**src/rtl/lifo_pkg.sv**
```systemverilog
package lifo_pkg;

    typedef enum logic [1:0] {
        OP_IDLE = 2'd0,
        OP_PUSH = 2'd1,
        OP_POP  = 2'd2,
        OP_BAD  = 2'd3
    } lifo_op_e;

    // Resolve the raw request pins against the current flags.
    function automatic lifo_op_e classify(input logic push,
                                          input logic pop,
                                          input logic full,
                                          input logic empty);
        lifo_op_e op;
        op = OP_IDLE;
        if (push && !pop) begin
            op = full ? OP_BAD : OP_PUSH;
        end else if (pop && !push) begin
            op = empty ? OP_BAD : OP_POP;
        end
        return op;
    endfunction

endpackage

```
**src/rtl/lifo_ptrctl.sv**
```systemverilog
module lifo_ptrctl
    import lifo_pkg::*;
#(
    parameter int AW = 6
) (
    input  logic          clk,
    input  logic          rst,
    input  logic          push,
    input  logic          pop,
    output logic [AW-1:0] sp,
    output logic [AW-1:0] wr_addr,
    output logic          wr_en,
    output logic          rd_en,
    output logic          full,
    output logic          empty,
    output logic          err
);

    lifo_op_e      op;
    logic [AW-1:0] sp_up;
    logic [AW-1:0] sp_dn;

    always_comb begin
        op    = classify(push, pop, full, empty);
        sp_up = sp + AW'(1);
        sp_dn = sp - AW'(1);
    end

    assign wr_addr = sp_up;
    assign wr_en   = (op == OP_PUSH);
    assign rd_en   = (op == OP_POP);

    always_ff @(posedge clk) begin
        if (rst) begin
            sp    <= '0;
            full  <= 1'b0;
            empty <= 1'b1;
            err   <= 1'b0;
        end else begin
            err <= (op == OP_BAD);
            unique case (op)
                OP_PUSH: begin
                    sp    <= sp_up;
                    empty <= 1'b0;
                    full  <= (sp_up == '0);
                end
                OP_POP: begin
                    sp    <= sp_dn;
                    full  <= 1'b0;
                    empty <= (sp_dn == '0);
                end
                default: begin
                end
            endcase
        end
    end

endmodule

```
**src/rtl/lifo_store.sv**
```systemverilog
module lifo_store #(
    parameter int DEPTH = 64,
    parameter int WIDTH = 8,
    localparam int AW = $clog2(DEPTH)
) (
    input  logic             clk,
    input  logic             rst,
    input  logic             wr_en,
    input  logic [AW-1:0]    wr_addr,
    input  logic [WIDTH-1:0] wr_data,
    input  logic             rd_en,
    input  logic [AW-1:0]    rd_addr,
    output logic [WIDTH-1:0] rd_data
);

    logic [WIDTH-1:0] slot [DEPTH];

    for (genvar g = 0; g < DEPTH; g++) begin : g_slot
        always_ff @(posedge clk) begin
            if (wr_en && (wr_addr == AW'(g))) begin
                slot[g] <= wr_data;
            end
        end
    end

    always_ff @(posedge clk) begin
        if (rst) begin
            rd_data <= '0;
        end else if (rd_en) begin
            rd_data <= slot[rd_addr];
        end
    end

endmodule

```
**src/rtl/lifo_regstack.sv**
```systemverilog
module lifo_regstack #(
    parameter int DEPTH = 64,
    parameter int WIDTH = 8,
    localparam int AW = $clog2(DEPTH)
) (
    input  logic             clk,
    input  logic             rst,
    input  logic             push_i,
    input  logic             pop_i,
    input  logic [WIDTH-1:0] wdata_i,
    output logic [WIDTH-1:0] rdata_o,
    output logic [AW-1:0]    sp_o,
    output logic             full_o,
    output logic             empty_o,
    output logic             err_o
);

    logic [AW-1:0] wr_addr;
    logic          wr_en;
    logic          rd_en;

    lifo_ptrctl #(.AW(AW)) u_ctl (
        .clk     (clk),
        .rst     (rst),
        .push    (push_i),
        .pop     (pop_i),
        .sp      (sp_o),
        .wr_addr (wr_addr),
        .wr_en   (wr_en),
        .rd_en   (rd_en),
        .full    (full_o),
        .empty   (empty_o),
        .err     (err_o)
    );

    lifo_store #(.DEPTH(DEPTH), .WIDTH(WIDTH)) u_mem (
        .clk     (clk),
        .rst     (rst),
        .wr_en   (wr_en),
        .wr_addr (wr_addr),
        .wr_data (wdata_i),
        .rd_en   (rd_en),
        .rd_addr (sp_o),
        .rd_data (rdata_o)
    );

endmodule

```
**config.mk**
```make
export PLATFORM = sky130hd
export DESIGN_NAME = lifo_regstack
export DESIGN_NICKNAME = d
export VERILOG_FILES = /design/src/rtl/lifo_pkg.sv /design/src/rtl/lifo_ptrctl.sv /design/src/rtl/lifo_store.sv /design/src/rtl/lifo_regstack.sv
export SDC_FILE = /design/constraint.sdc
export NUM_CORES = 1
export LEC_CHECK = 0
export BUFFER_PORTS_ARGS = -buffer_cell sky130_fd_sc_hd__buf_2
export CAP_MARGIN = 25
export CORE_ASPECT_RATIO = 0.8
export CORE_MARGIN = 10
export CORE_UTILIZATION = 65
export DETAILED_ROUTE_END_ITERATION = 6
export PLACE_DENSITY = 0.82
export SLEW_MARGIN = 10
export SYNTH_ARGS = -nofsm -noshare
export SYNTH_HDL_FRONTEND = slang
export SYNTH_SLANG_ARGS = --single-unit
```
**constraint.sdc**
```tcl
create_clock -name clk -period 4.4 [get_ports clk]
set_clock_uncertainty 0.2 [all_clocks]
set_input_delay 0.44 -clock clk [delete_from_list [all_inputs] [get_ports clk]]
set_output_delay 0.44 -clock clk [all_outputs]
set_load 0.01 [all_outputs]
```
# Word-level counts from Yosys, hierarchy flattened

Memory sizes are Yosys's and may differ from the RTL's. A register that Yosys moved wholly into a read port is not among the register bits.
Index checks and enable logic that the tools add are counted.

Add/sub/neg operators: 2
Equality and inequality tests: 66
Muxes and demuxes: 324
Reductions and logical operators: 134

Operators with widths:

| cell                                                                  | count |
|---|---|
| 8-bit 2-to-1 mux                                                      | 63 |
| 8-bit OR reduction                                                    | 63 |
| 6-bit 2-to-1 mux                                                      | 63 |
| 6-bit equality test, second input constant                            | 32 |
| 1-bit 2-to-1 mux                                                      | 192 |
| 6-bit by 5-bit equality test with 1-bit output, second input constant | 16 |
| 1-bit logical AND                                                     | 66 |
| 6-bit by 4-bit equality test with 1-bit output, second input constant | 8 |
| 6-bit by 3-bit equality test with 1-bit output, second input constant | 4 |
| 6-bit by 2-bit equality test with 1-bit output, second input constant | 2 |
| 6-bit zero test                                                       | 2 |
| 6-bit case mux with 2 select lines                                    | 1 |
| 6-bit by 1-bit adder with 6-bit output, second input constant         | 1 |
| 6-bit by 1-bit equality test with 1-bit output, second input constant | 1 |
| 2-bit 2-to-1 mux                                                      | 3 |
| 6-bit by 1-bit subtractor with 6-bit output, second input constant    | 1 |
| 2-bit equality test, second input constant                            | 2 |
| 1-bit case mux with 2 select lines                                    | 2 |
| 2-bit by 1-bit equality test with 1-bit output, second input constant | 1 |
| 1-bit zero test                                                       | 2 |
| 2-bit nonzero test                                                    | 1 |

Register bits: 9
RAM bits: 512
Word-level logic and storage cells: 531
Memories: 1

Memories:

| memory     | words | bits a word | rd ports | clocked after Yosys merged registers in | write ports | RTL line         | source |
|---|---|---|---|---|---|---|---|
| u_mem.slot | 64    | 8           | 1        | 1                                       | 1           | lifo_store.sv:16 | `logic [WIDTH-1:0] slot [DEPTH];` |

# Longest topological paths before layout

Gate-level depths: netlist of run 1.

Word-level depth: 72
Gate-level depth with buffers: 10

# Cells and area by module

Synthesis of run 1 repeated with hierarchy kept, for this count alone.

Cell total of the unflattened synthesis: 1,116
Area, all modules: 20,870.0 sq um

By module, submodules not included:

| module      | instances | cells each | area an instance (sq um) |
|---|---|---|---|
| lifo_store  | 1         | 1,036      | 20,175.6 |
| lifo_ptrctl | 1         | 80         | 694.4 |

# Worst setup path after synthesis of run 1

No wires, ideal clock.

Path kind: register to register
Start point: register u_ctl.sp[0]
End point: memory u_mem.slot[48][0] (enable)
Arrival time: 2.094 ns
Slack: 1.735 ns
Stages on the path, launching flop included: 10
Buffers on the path: 4
Path through: dfxtp_1 > buf_6 > buf_12 > buf_12 > nand3_1 > or3_4 > nand2_2 > nand2_2 > buf_6 > nor2_1

Word-level cells in the longest chain between the ends: 69
Elaborated cells between the ends (all ways): 446
Classes of those cells: add/sub (1); eq/ne (63); mux (254); reduce/logical (128)

Ends and longest elaborated chain:

| element                                                                      | RTL line          | source |
|---|---|---|
| from (decl)                                                                  | lifo_ptrctl.sv:10 | `output logic [AW-1:0] sp,` |
| from (signal assigned)                                                       | lifo_ptrctl.sv:43 | `sp <= sp_up;` |
| from (signal assigned)                                                       | lifo_ptrctl.sv:48 | `sp <= sp_dn;` |
| 6-bit by 1-bit adder with 6-bit output *                                     | lifo_ptrctl.sv:25 | `sp_up = sp + AW'(1);` |
| 6-bit by 1-bit equality test with 1-bit output                               | lifo_store.sv:20  | `if (wr_en && (wr_addr == AW'(g))) begin` |
| 1-bit logical AND                                                            | lifo_store.sv:20  |  |
| 1-bit 2-to-1 mux                                                             | lifo_store.sv:20  |  |
| 1-bit 2-to-1 mux (implied by the code)                                       | lifo_store.sv:21  | `slot[g] <= wr_data;` |
| 8-bit OR reduction (no line)                                                 | n/a               |  |
| 6-bit 2-to-1 mux (no line) or 1-bit 2-to-1 mux (tied branches) (63 in a row) | n/a               |  |
| to (decl)                                                                    | lifo_store.sv:16  |  |

Every way passes the cells marked *; elsewhere a longest branch is shown, timed or not.

# Worst setup path in the final report of run 1

Start point: register u_ctl.sp[1]
End point: memory u_mem.slot[58][6] (enable)

Same word-level chain as after synthesis.

==> results of run 1 <==
## logic make-up (layout without fill, tap and decap cells)
group | Yosys count | count (layout) | share of synthesized area
and+or+nand+nor | 243 | 243 | 0.0506
xor gates and xnor gates | 8 | 8 | 0.00331
DFF | 529 | 529 | 0.743
muxes | 171 | 171 | 0.148
adders and majority gates | 9 | 9 | 0.00532
buffers and inverters | 72 | 161 | 0.0225
AOI/OAI and AO/OA | 79 | 79 | 0.0274
## Yosys cell counts, types with 2 or more instances
cell type	instances	area, um2
sky130_fd_sc_hd__clkbuf_1	16	60.1
sky130_fd_sc_hd__o221ai_1	2	17.5
sky130_fd_sc_hd__o31a_1	6	52.6
sky130_fd_sc_hd__xor2_1	2	17.5
sky130_fd_sc_hd__nand2b_1	2	12.5
sky130_fd_sc_hd__buf_2	19	95.1
sky130_fd_sc_hd__mux2i_1	45	450
sky130_fd_sc_hd__a221o_1	6	60.1
sky130_fd_sc_hd__nor2b_1	6	37.5
sky130_fd_sc_hd__buf_12	3	60.1
sky130_fd_sc_hd__nand2_2	4	25.0
sky130_fd_sc_hd__a21oi_1	21	105
sky130_fd_sc_hd__nand3_1	55	275
sky130_fd_sc_hd__nand2_1	71	267
sky130_fd_sc_hd__nor3b_1	2	15.0
sky130_fd_sc_hd__dfxtp_1	17	340
sky130_fd_sc_hd__o22ai_1	8	50.1
sky130_fd_sc_hd__nor2_1	87	327
sky130_fd_sc_hd__a311oi_1	8	70.1
sky130_fd_sc_hd__nand3b_1	5	37.5
sky130_fd_sc_hd__buf_6	15	169
sky130_fd_sc_hd__edfxtp_1	512	15400
sky130_fd_sc_hd__mux4_2	110	2480
sky130_fd_sc_hd__buf_1	6	22.5
sky130_fd_sc_hd__xnor2_1	6	52.6
sky130_fd_sc_hd__ha_1	9	113
sky130_fd_sc_hd__a21o_1	2	15.0
sky130_fd_sc_hd__or2_2	2	12.5
sky130_fd_sc_hd__buf_4	5	37.5
sky130_fd_sc_hd__nor3_1	2	10.0
sky130_fd_sc_hd__or3_1	2	12.5
sky130_fd_sc_hd__inv_1	6	22.5
sky130_fd_sc_hd__a32oi_1	8	70.1
sky130_fd_sc_hd__a31oi_1	3	18.8
sky130_fd_sc_hd__mux2_2	14	158
sky130_fd_sc_hd__o21ai_0	2	10.0
## routing by layer
| layer | share of wire | track usage | vias to the layer above | routed length (um) |
|---|---|---|---|---|
| li1 | - | - | 4580 | - |
| met3 | 0.10 | 0.0453 | 98 | 4890 |
| met1 | 0.39 | 0.341 | 5570 | 18400 |
| met2 | 0.47 | 0.353 | 720 | 22100 |
| met4 | 0.028 | 0.0693 | 2 | 1320 |
| met5 | 0.00015 | 0 | - | 7 |
## layout make-up
| class | instances | share of cell area |
|---|---|---|
| Clock buffer | 57 | 0.0524 |
| Clock inverter | 28 | 0.00940 |
| Inverter | 7 | 0.00113 |
| Multi-Input combinational cell | 510 | 0.214 |
| Sequential cell | 529 | 0.679 |
| Tap cell | 420 | 0.0227 |
| Timing Repair Buffer | 69 | 0.0210 |
## layout by cell type (no fill, tap or decap), drive strengths merged, types with 8 or more instances in the layout
cell	synthesis	routed
a21oi	21	21
a311oi	8	8
a32oi	8	8
buf	48	69
clkbuf	17	57
clkinv	1	23
dfxtp	17	17
edfxtp	512	512
ha	9	9
inv	6	9
mux2	15	15
mux2i	45	45
mux4	111	111
nand2	75	75
nand3	55	55
nor2	87	87
o22ai	8	8
## power by group through the flow
stage          sequential (mW)  clock (mW)  combinational, mW
3_5_place_dp              5.72           0               1.14
3_3_place_gp              5.72           0               1.11
5_1_grt                   5.62        4.08               1.23
6_report                  5.62        3.88               1.15
2_1_floorplan             5.69           0              0.873
4_1_cts                   5.62        3.91               1.15
## through the flow
stage / hold slack (ns) / total power, mW / cell area, um2 / instances / utilization
floorplan: 0.298 / 6.56 / 21200 / 1111 / -
global placement: 0.296 / 6.84 / 21700 / 1533 / 0.682
detailed placement: 0.299 / 6.86 / 21700 / 1535 / 0.683
CTS: 0.0531 / 10.7 / 23200 / 1620 / 0.728
global route: 0.0868 / 10.9 / 23200 / 1620 / 0.728
finish: 0.0683 / 10.6 / 23200 / 1620 / 0.728
## path summary, 6_finish.rpt
path	from	to	slack (ns)	cells past startpoint
max	u_ctl.sp[1]$_SDFFE_PP0P_	u_mem.slot[58][6]$_DFFE_PP_	1.02	5
min	rst	u_ctl.sp[4]$_SDFFE_PP0P_	0.07	2
max reg2reg	u_ctl.sp[1]$_SDFFE_PP0P_	u_mem.slot[58][6]$_DFFE_PP_	1.02	5
min reg2reg	u_mem.rd_data[2]$_SDFFE_PP0P_	u_mem.rd_data[2]$_SDFFE_PP0P_	0.31	2
## critical path: stages, from the launching register on
cell and delay (ns):
sky130_fd_sc_hd__dfxtp_2 0.78, sky130_fd_sc_hd__ha_1 0.42, sky130_fd_sc_hd__nand2_1 0.13, sky130_fd_sc_hd__o22ai_1 0.38, sky130_fd_sc_hd__nand3_1 0.35, sky130_fd_sc_hd__nor2_1 0.73
## state kept, by name, summed over array words and instances (netlist names)
register and count:
u_mem.rd_data 8, u_ctl.empty 1, u_ctl.sp 6, u_ctl.err 1, u_mem.slot 512, u_ctl.full 1
==> out/results.env, run 1 <==
GLOBAL_ROUTE.OVERFLOW_TOTAL=0
POWER.DENSITY_nW_PER_UM2=460
DETAIL_ROUTE.WL_PER_CELL_UM=28.9
PORTION_OF_THE_CLOCK_CYCLE_CONSUMED_BY_THE_WORST_PATH_IN_THE_FINAL_LAYOUT=0.767
LEAKAGE_nW=7.41
CRITICAL_PATH.STARTPOINT_TYPE='flop'
GRT_START_MAX_NET_PINS=80
WORSTSETUPENDPOINTTYPE='flop'
FINALHOLDVIOLCOUNT=0
RATIO_OF_CELLS_WITH_DRIVE_ABOVE_1_IN_THE_FINAL_LAYOUT=0.227
SYNTH.CELL_AREA_UM2=21200
FIRST_ITER_VIOLATIONS=1593
SYNTHCELLS=1111
EDFF_COUNT_SYNTH=512
CLKSINKCOUNT=529
SWSHARE=0.231
PLACE_WS_NS=1.05
POSTSYNTH.ASYNCRESETSHARE=0
CTS_ROOT_BUFFER='sky130_fd_sc_hd__clkbuf_16'
FLOORPLAN.CORE_AREA_UM2=31800
POST-CTS-SETUP-BUFFER-COUNT=0
CTS_TREE='built'
P_CLK_FRAC=0.364
MAX-VDD-IR-DROP_uV=531
DETAILEDROUTE.FIRSTPASSITERATIONCOUNT=6
CELL_INTERNAL_POWER_mW=8.19
SYNTHFLOPTYPE='sky130_fd_sc_hd__edfxtp_1'
WORST_HOLD_PATH_TYPE='in -> reg'
SLEW_VIOL_FINAL=0
REQUIRED_NS=4.38
VIAS_PER_CELL=6.77
GRT_PASS1_VIAS=10800
HTREE_NUM_LEVELS=2
WORST-SLEW-PIN-TRANSITION_NS=0.879
CTS_BUFFERS=47
PLACE_HPWL_UM=28200
SYNTH_CELL_TYPE_COUNT=58
ANTENNA_LEFT=0
RUN_STATUS='finished clean'
GRT_PASS1_WL_UM=70700
COMB_POWER_SHARE=0.108
GRT_ANTENNA_BEFORE_REPAIR=1
CLKSLEWWORSTSETUPHOLDPATHS_NS=0.06
SYNTH_AREA_PER_CELL_UM2=19.0
POSTCTSHOLDBUFS=0
POWER_SWITCHING_mW=2.46
FINAL.SETUP.TNS_NS=0
TIMING.MAX_CAP.VIOLATIONS=0
DIE_AREA_UM2=40200
IOS=29
PORT_BUFFER_COUNT=28
NUM_ANTENNA_CELLS=0
POSTLAYOUTSETUPSLACKWORST_NS=1.02
LAYOUT.AREA.SEQ_UM2=15700
CRITPATHARRIVALTIME_NS=3.36
FINAL_PERIOD_MINUS_WORST_SETUP_SLACK_NS=3.38
YOSYS_WARNINGS=0
ROW_COUNT=58
FMAXACHIEVABLE_MHz=296
SLEW_HEADROOM=0.412
DETAILROUTE.VIA_COUNT=11000
DIE_W_UM=222
GP_CONGESTION=0.911
FILLER_CELL_COUNT=1822
CLK-INSERTION-DELAY-LATE_NS=0.56
CRIT_TYPE='reg -> reg'
CRITPATHMAXFANOUT=32
SEQUENTIALPOWERSHARE=0.528
FLOORPLAN.INITIALDENSITY=0.665
DRT_WL_TOTAL_UM=46700
AREA_GROWTH_PCT=9.46
FINISH.NET_COUNT=1185
GRT_SETUP_UNREPAIRED='no'
YOSYS_REGISTER_BITS=529
CTS_REPAIR_RESIZE_COUNT=0
CTSLONGESTPATHBUFFERS=3
DRC_ERRORS=0
MULTI_INPUT_AREA_UM2=4960
REPORT.FINAL.SETUP_VIOL=0
GLOBAL_ROUTE.USAGE.TOTAL=0.233
POSTSYNTHNETCOUNT=1132
DIE_HEIGHT_UM=181
SYNTH_SEQUENTIAL_AREA_RATIO=0.743
No activity file was read; power rests on OpenSTA's default activity.
==> run 2, diff against run 1 <==
Settings changed: CORE_UTILIZATION 65 to 63, PLACE_DENSITY 0.82 to 0.8.
Clock period 4.4 ns to 3.5 ns, I/O delays scaled along.
==> run 2 against run 1 <==
Net effect:
- die area increased by 2.9%
- non-clock buffer count increased by 48
- critical path depth increased by 1
- cell count increased by 3.6%
- via count increased by 2.6%
- sequential power increased by 26%
- critical endpoint is now u_mem.slot[19][7]$_DFFE_PP_
- largest cell class unchanged
==> out/results.env, run 2 (same netlist as run 1, synthesis figures left out) <==
WORSTSETUPENDPOINTTYPE='flop'  # unchanged
PLACE_HPWL_UM=29000  # was 28200 um
POSTCTSHOLDBUFS=1  # was 0
CTSLONGESTPATHBUFFERS=3  # unchanged
DRT_WL_TOTAL_UM=47300  # was 46700 um
FINISH.NET_COUNT=1234  # was 1185
CTS_REPAIR_RESIZE_COUNT=0  # unchanged
CRITPATHARRIVALTIME_NS=3.25  # was 3.36 ns
GRT_SETUP_UNREPAIRED='no'  # unchanged
ANTENNA_LEFT=0  # unchanged
LARGEST-REGISTER='u_mem.slot'  # unchanged
PLACE_AREA_UM2=22100  # was 21700 um2
REQUIRED_NS=3.58  # was 4.38 ns
LEAKAGE_nW=7.74  # was 7.41 nW
MAX-VDD-IR-DROP_uV=427  # was 531 uV
MIN_DELAY_PATH_DEPTH=1  # was 2
HP-START='wdata_i[0]'  # was rst
NUM_ANTENNA_CELLS=0  # unchanged
DIE_AREA_UM2=41300  # was 40200 um2
FIRST_ITER_VIOLATIONS=1605  # was 1593
POWER_mW=13.7  # was 10.6 mW
DRC_ERRORS=0  # unchanged
POST-CTS-SETUP-BUFFER-COUNT=0  # unchanged
FINAL.SETUP.TNS_NS=0  # unchanged
FLOORPLAN.CORE_AREA_UM2=32900  # was 31800 um2
CTS_BUFFERS=48  # was 47
SLEW_HEADROOM=0.320  # was 0.412
GRT_ANTENNA_BEFORE_REPAIR=1  # unchanged
FLOORPLAN.INITIALDENSITY=0.644  # was 0.665
WORST-SLEW-PIN-TRANSITION_NS=1.02  # was 0.879 ns
SLEW_VIOL_FINAL=0  # unchanged
REG2REG_FROM='u_ctl.sp[0]$_SDFFE_PP0P_'  # was u_ctl.sp[1]$_SDFFE_PP0P_
R2R_SETUP_SLACK_NS=0.33  # was 1.02 ns
LAYOUT.CELLS.MOST_COMMON_LIST='512 x sky130_fd_sc_hd__edfxtp_1, 110 x sky130_fd_sc_hd__mux4_2, 87 x sky130_fd_sc_hd__nor2_1, 81 x sky130_fd_sc_hd__buf_4, 71 x sky130_fd_sc_hd__nand2_1'  # was 512 x sky130_fd_sc_hd__edfxtp_1, 110 x sky130_fd_sc_hd__mux4_2, 87 x sky130_fd_sc_hd__nor2_1, 71 x sky130_fd_sc_hd__nand2_1, 55 x sky130_fd_sc_hd__nand3_1
CRITPATHMAXFANOUT=16  # was 32
GRT_START_MAX_NET_PINS=61  # was 80
TIMING.MAX_CAP.VIOLATIONS=0  # unchanged
CLKSLEWWORSTSETUPHOLDPATHS_NS=0.06  # about the same
IOS=29  # unchanged
GRT_PASS1_VIAS=11100  # was 10800
LARGEST_REGISTER_FF_COUNT=512  # unchanged
NUMBER_OF_STANDARD_CELLS_IN_THE_FINAL_LAYOUT_EXCLUDING_FILLERS=1678  # was 1620
RATIO_OF_CELLS_WITH_DRIVE_ABOVE_1_IN_THE_FINAL_LAYOUT=0.258  # was 0.227
ROW_COUNT=59  # was 58
HTREE_NUM_LEVELS=2  # unchanged
GLOBAL_ROUTE.OVERFLOW_TOTAL=0  # unchanged
DIE_W_UM=225  # was 222 um
DIE_HEIGHT_UM=184  # was 181 um
DETAIL_ROUTE.WL_PER_CELL_UM=28.2  # was 28.9 um
DP.CELLS=1589  # was 1535
FINALHOLDVIOLCOUNT=0  # unchanged
CTS_ROOT_BUFFER='sky130_fd_sc_hd__clkbuf_16'  # unchanged
LAYOUT_COMMONEST_CELL='sky130_fd_sc_hd__edfxtp_1'  # unchanged
MIN_TO='u_mem.slot[20][0]$_DFFE_PP_'  # was u_ctl.sp[4]$_SDFFE_PP0P_
LEADING_REGISTERS_BY_FLOP_COUNT='u_mem.slot x512, u_mem.rd_data x8, u_ctl.sp x6'  # unchanged
CLK-INSERTION-DELAY-LATE_NS=0.56  # about the same
CRITICAL_PATH.STARTPOINT_TYPE='flop'  # unchanged
GLOBAL_ROUTE.USAGE.TOTAL=0.232  # was 0.233
VIAS_PER_CELL=6.71  # was 6.77
RUN_STATUS='finished clean'  # unchanged
REPORT.FINAL.SETUP_VIOL=0  # unchanged
FINAL_PERIOD_MINUS_WORST_SETUP_SLACK_NS=3.17  # was 3.38 ns
RR_WORST_DEPTH=6  # was 5
CTS_TREE='built'  # unchanged
REG_TO_REG_CRITICAL_PATH_ENDPOINT='u_mem.slot[19][7]$_DFFE_PP_'  # was u_mem.slot[58][6]$_DFFE_PP_
CLKSINKCOUNT=529  # unchanged
FILLER_CELL_COUNT=1911  # was 1822
GP_CONGESTION=0.908  # was 0.911
FINALINSTANCEAREA_UM2=23700  # was 23200 um2
WORST_HOLD_PATH_TYPE='in -> reg'  # unchanged
FMAXACHIEVABLE_MHz=315  # was 296 MHz
GRT_PASS1_WL_UM=70800  # was 70700 um
DETAILEDROUTE.FIRSTPASSITERATIONCOUNT=6  # unchanged
POWER.DENSITY_nW_PER_UM2=580  # was 460 nW/um2
AREA_GROWTH_PCT=12.0  # was 9.46%
PORT_BUFFER_COUNT=28  # unchanged
DETAILROUTE.VIA_COUNT=11300  # was 11000
CRIT_TYPE='reg -> reg'  # unchanged
PORTION_OF_THE_CLOCK_CYCLE_CONSUMED_BY_THE_WORST_PATH_IN_THE_FINAL_LAYOUT=0.907  # was 0.767
## run 2: changes by cell type in the layout (fill, tap and decap cells not counted), sizes merged
cell / before / now
clkinv: 23 / 25
buf: 69 / 116
bufinv: 3 / 5
dlygate4sd3: 0 / 1
clkbuf: 57 / 56
inv: 9 / 7
clkinvlp: 0 / 2
## run 2: area by class of cell
type | instances | area, um2 | area share
Timing Repair Buffer | 117 | 906 | 0.0382
Clock buffer | 56 | 1250 | 0.0529
Sequential cell | 529 | 15700 | 0.664
Inverter | 7 | 26.3 | 0.00111
Clock inverter | 32 | 282 | 0.0119
Tap cell | 427 | 534 | 0.0226
Multi-Input combinational cell | 510 | 4960 | 0.209
## run 2: layer usage
| layer | track usage | vias up | wire, um |
|---|---|---|---|
| met1 | 0.334 | 5754 | 18900 |
| met2 | 0.345 | 716 | 21800 |
| li1 | - | 4669 | - |
| met4 | 0.0858 | 0 | 1580 |
| met5 | 0 | - | 0 |
| met3 | 0.0505 | 119 | 5080 |
## run 2: worst max-delay path by stage
stage	start	cells after the start	end	slack, ns
after floorplan	u_ctl.sp[0]$_SDFFE_PP0P_	9	u_mem.slot[48][0]$_DFFE_PP_	0.84
after CTS	u_ctl.sp[0]$_SDFFE_PP0P_	6	u_mem.slot[19][7]$_DFFE_PP_	0.33
after global routing	u_ctl.sp[0]$_SDFFE_PP0P_	6	u_mem.slot[19][7]$_DFFE_PP_	0.10
after global placement	u_ctl.sp[0]$_SDFFE_PP0P_	6	u_mem.slot[19][2]$_DFFE_PP_	0.57
final	u_ctl.sp[0]$_SDFFE_PP0P_	6	u_mem.slot[19][7]$_DFFE_PP_	0.33
after detailed placement	u_ctl.sp[0]$_SDFFE_PP0P_	6	u_mem.slot[19][3]$_DFFE_PP_	0.42
## run 2: critical path: stages, from the launching register on
cell and delay [ns]:
sky130_fd_sc_hd__dfxtp_4 0.57, sky130_fd_sc_hd__ha_1 0.36, sky130_fd_sc_hd__nand3_1 0.17, sky130_fd_sc_hd__xnor2_1 0.28
sky130_fd_sc_hd__nand3_1 0.59, sky130_fd_sc_hd__nor2_1 0.48, sky130_fd_sc_hd__buf_4 0.22
## run 2: per-stage QoR
step / hold slack [ns] / util / setup WS [ns]
after global routing: 0.0896 / 0.721 / 0.104
after CTS: 0.0698 / 0.721 / 0.331
after detailed placement: 0.306 / 0.674 / 0.418
final: 0.0926 / 0.721 / 0.326
after floorplan: 0.249 / - / 0.835
after global placement: 0.303 / 0.672 / 0.575
## run 2: power breakdown
part | leakage [nW] | internal [mW] | switching, mW
clock network | 0.755 | 2.93 | 2.23
registers | 4.74 | 6.99 | 0.0657
logic | 2.24 | 0.638 | 0.873
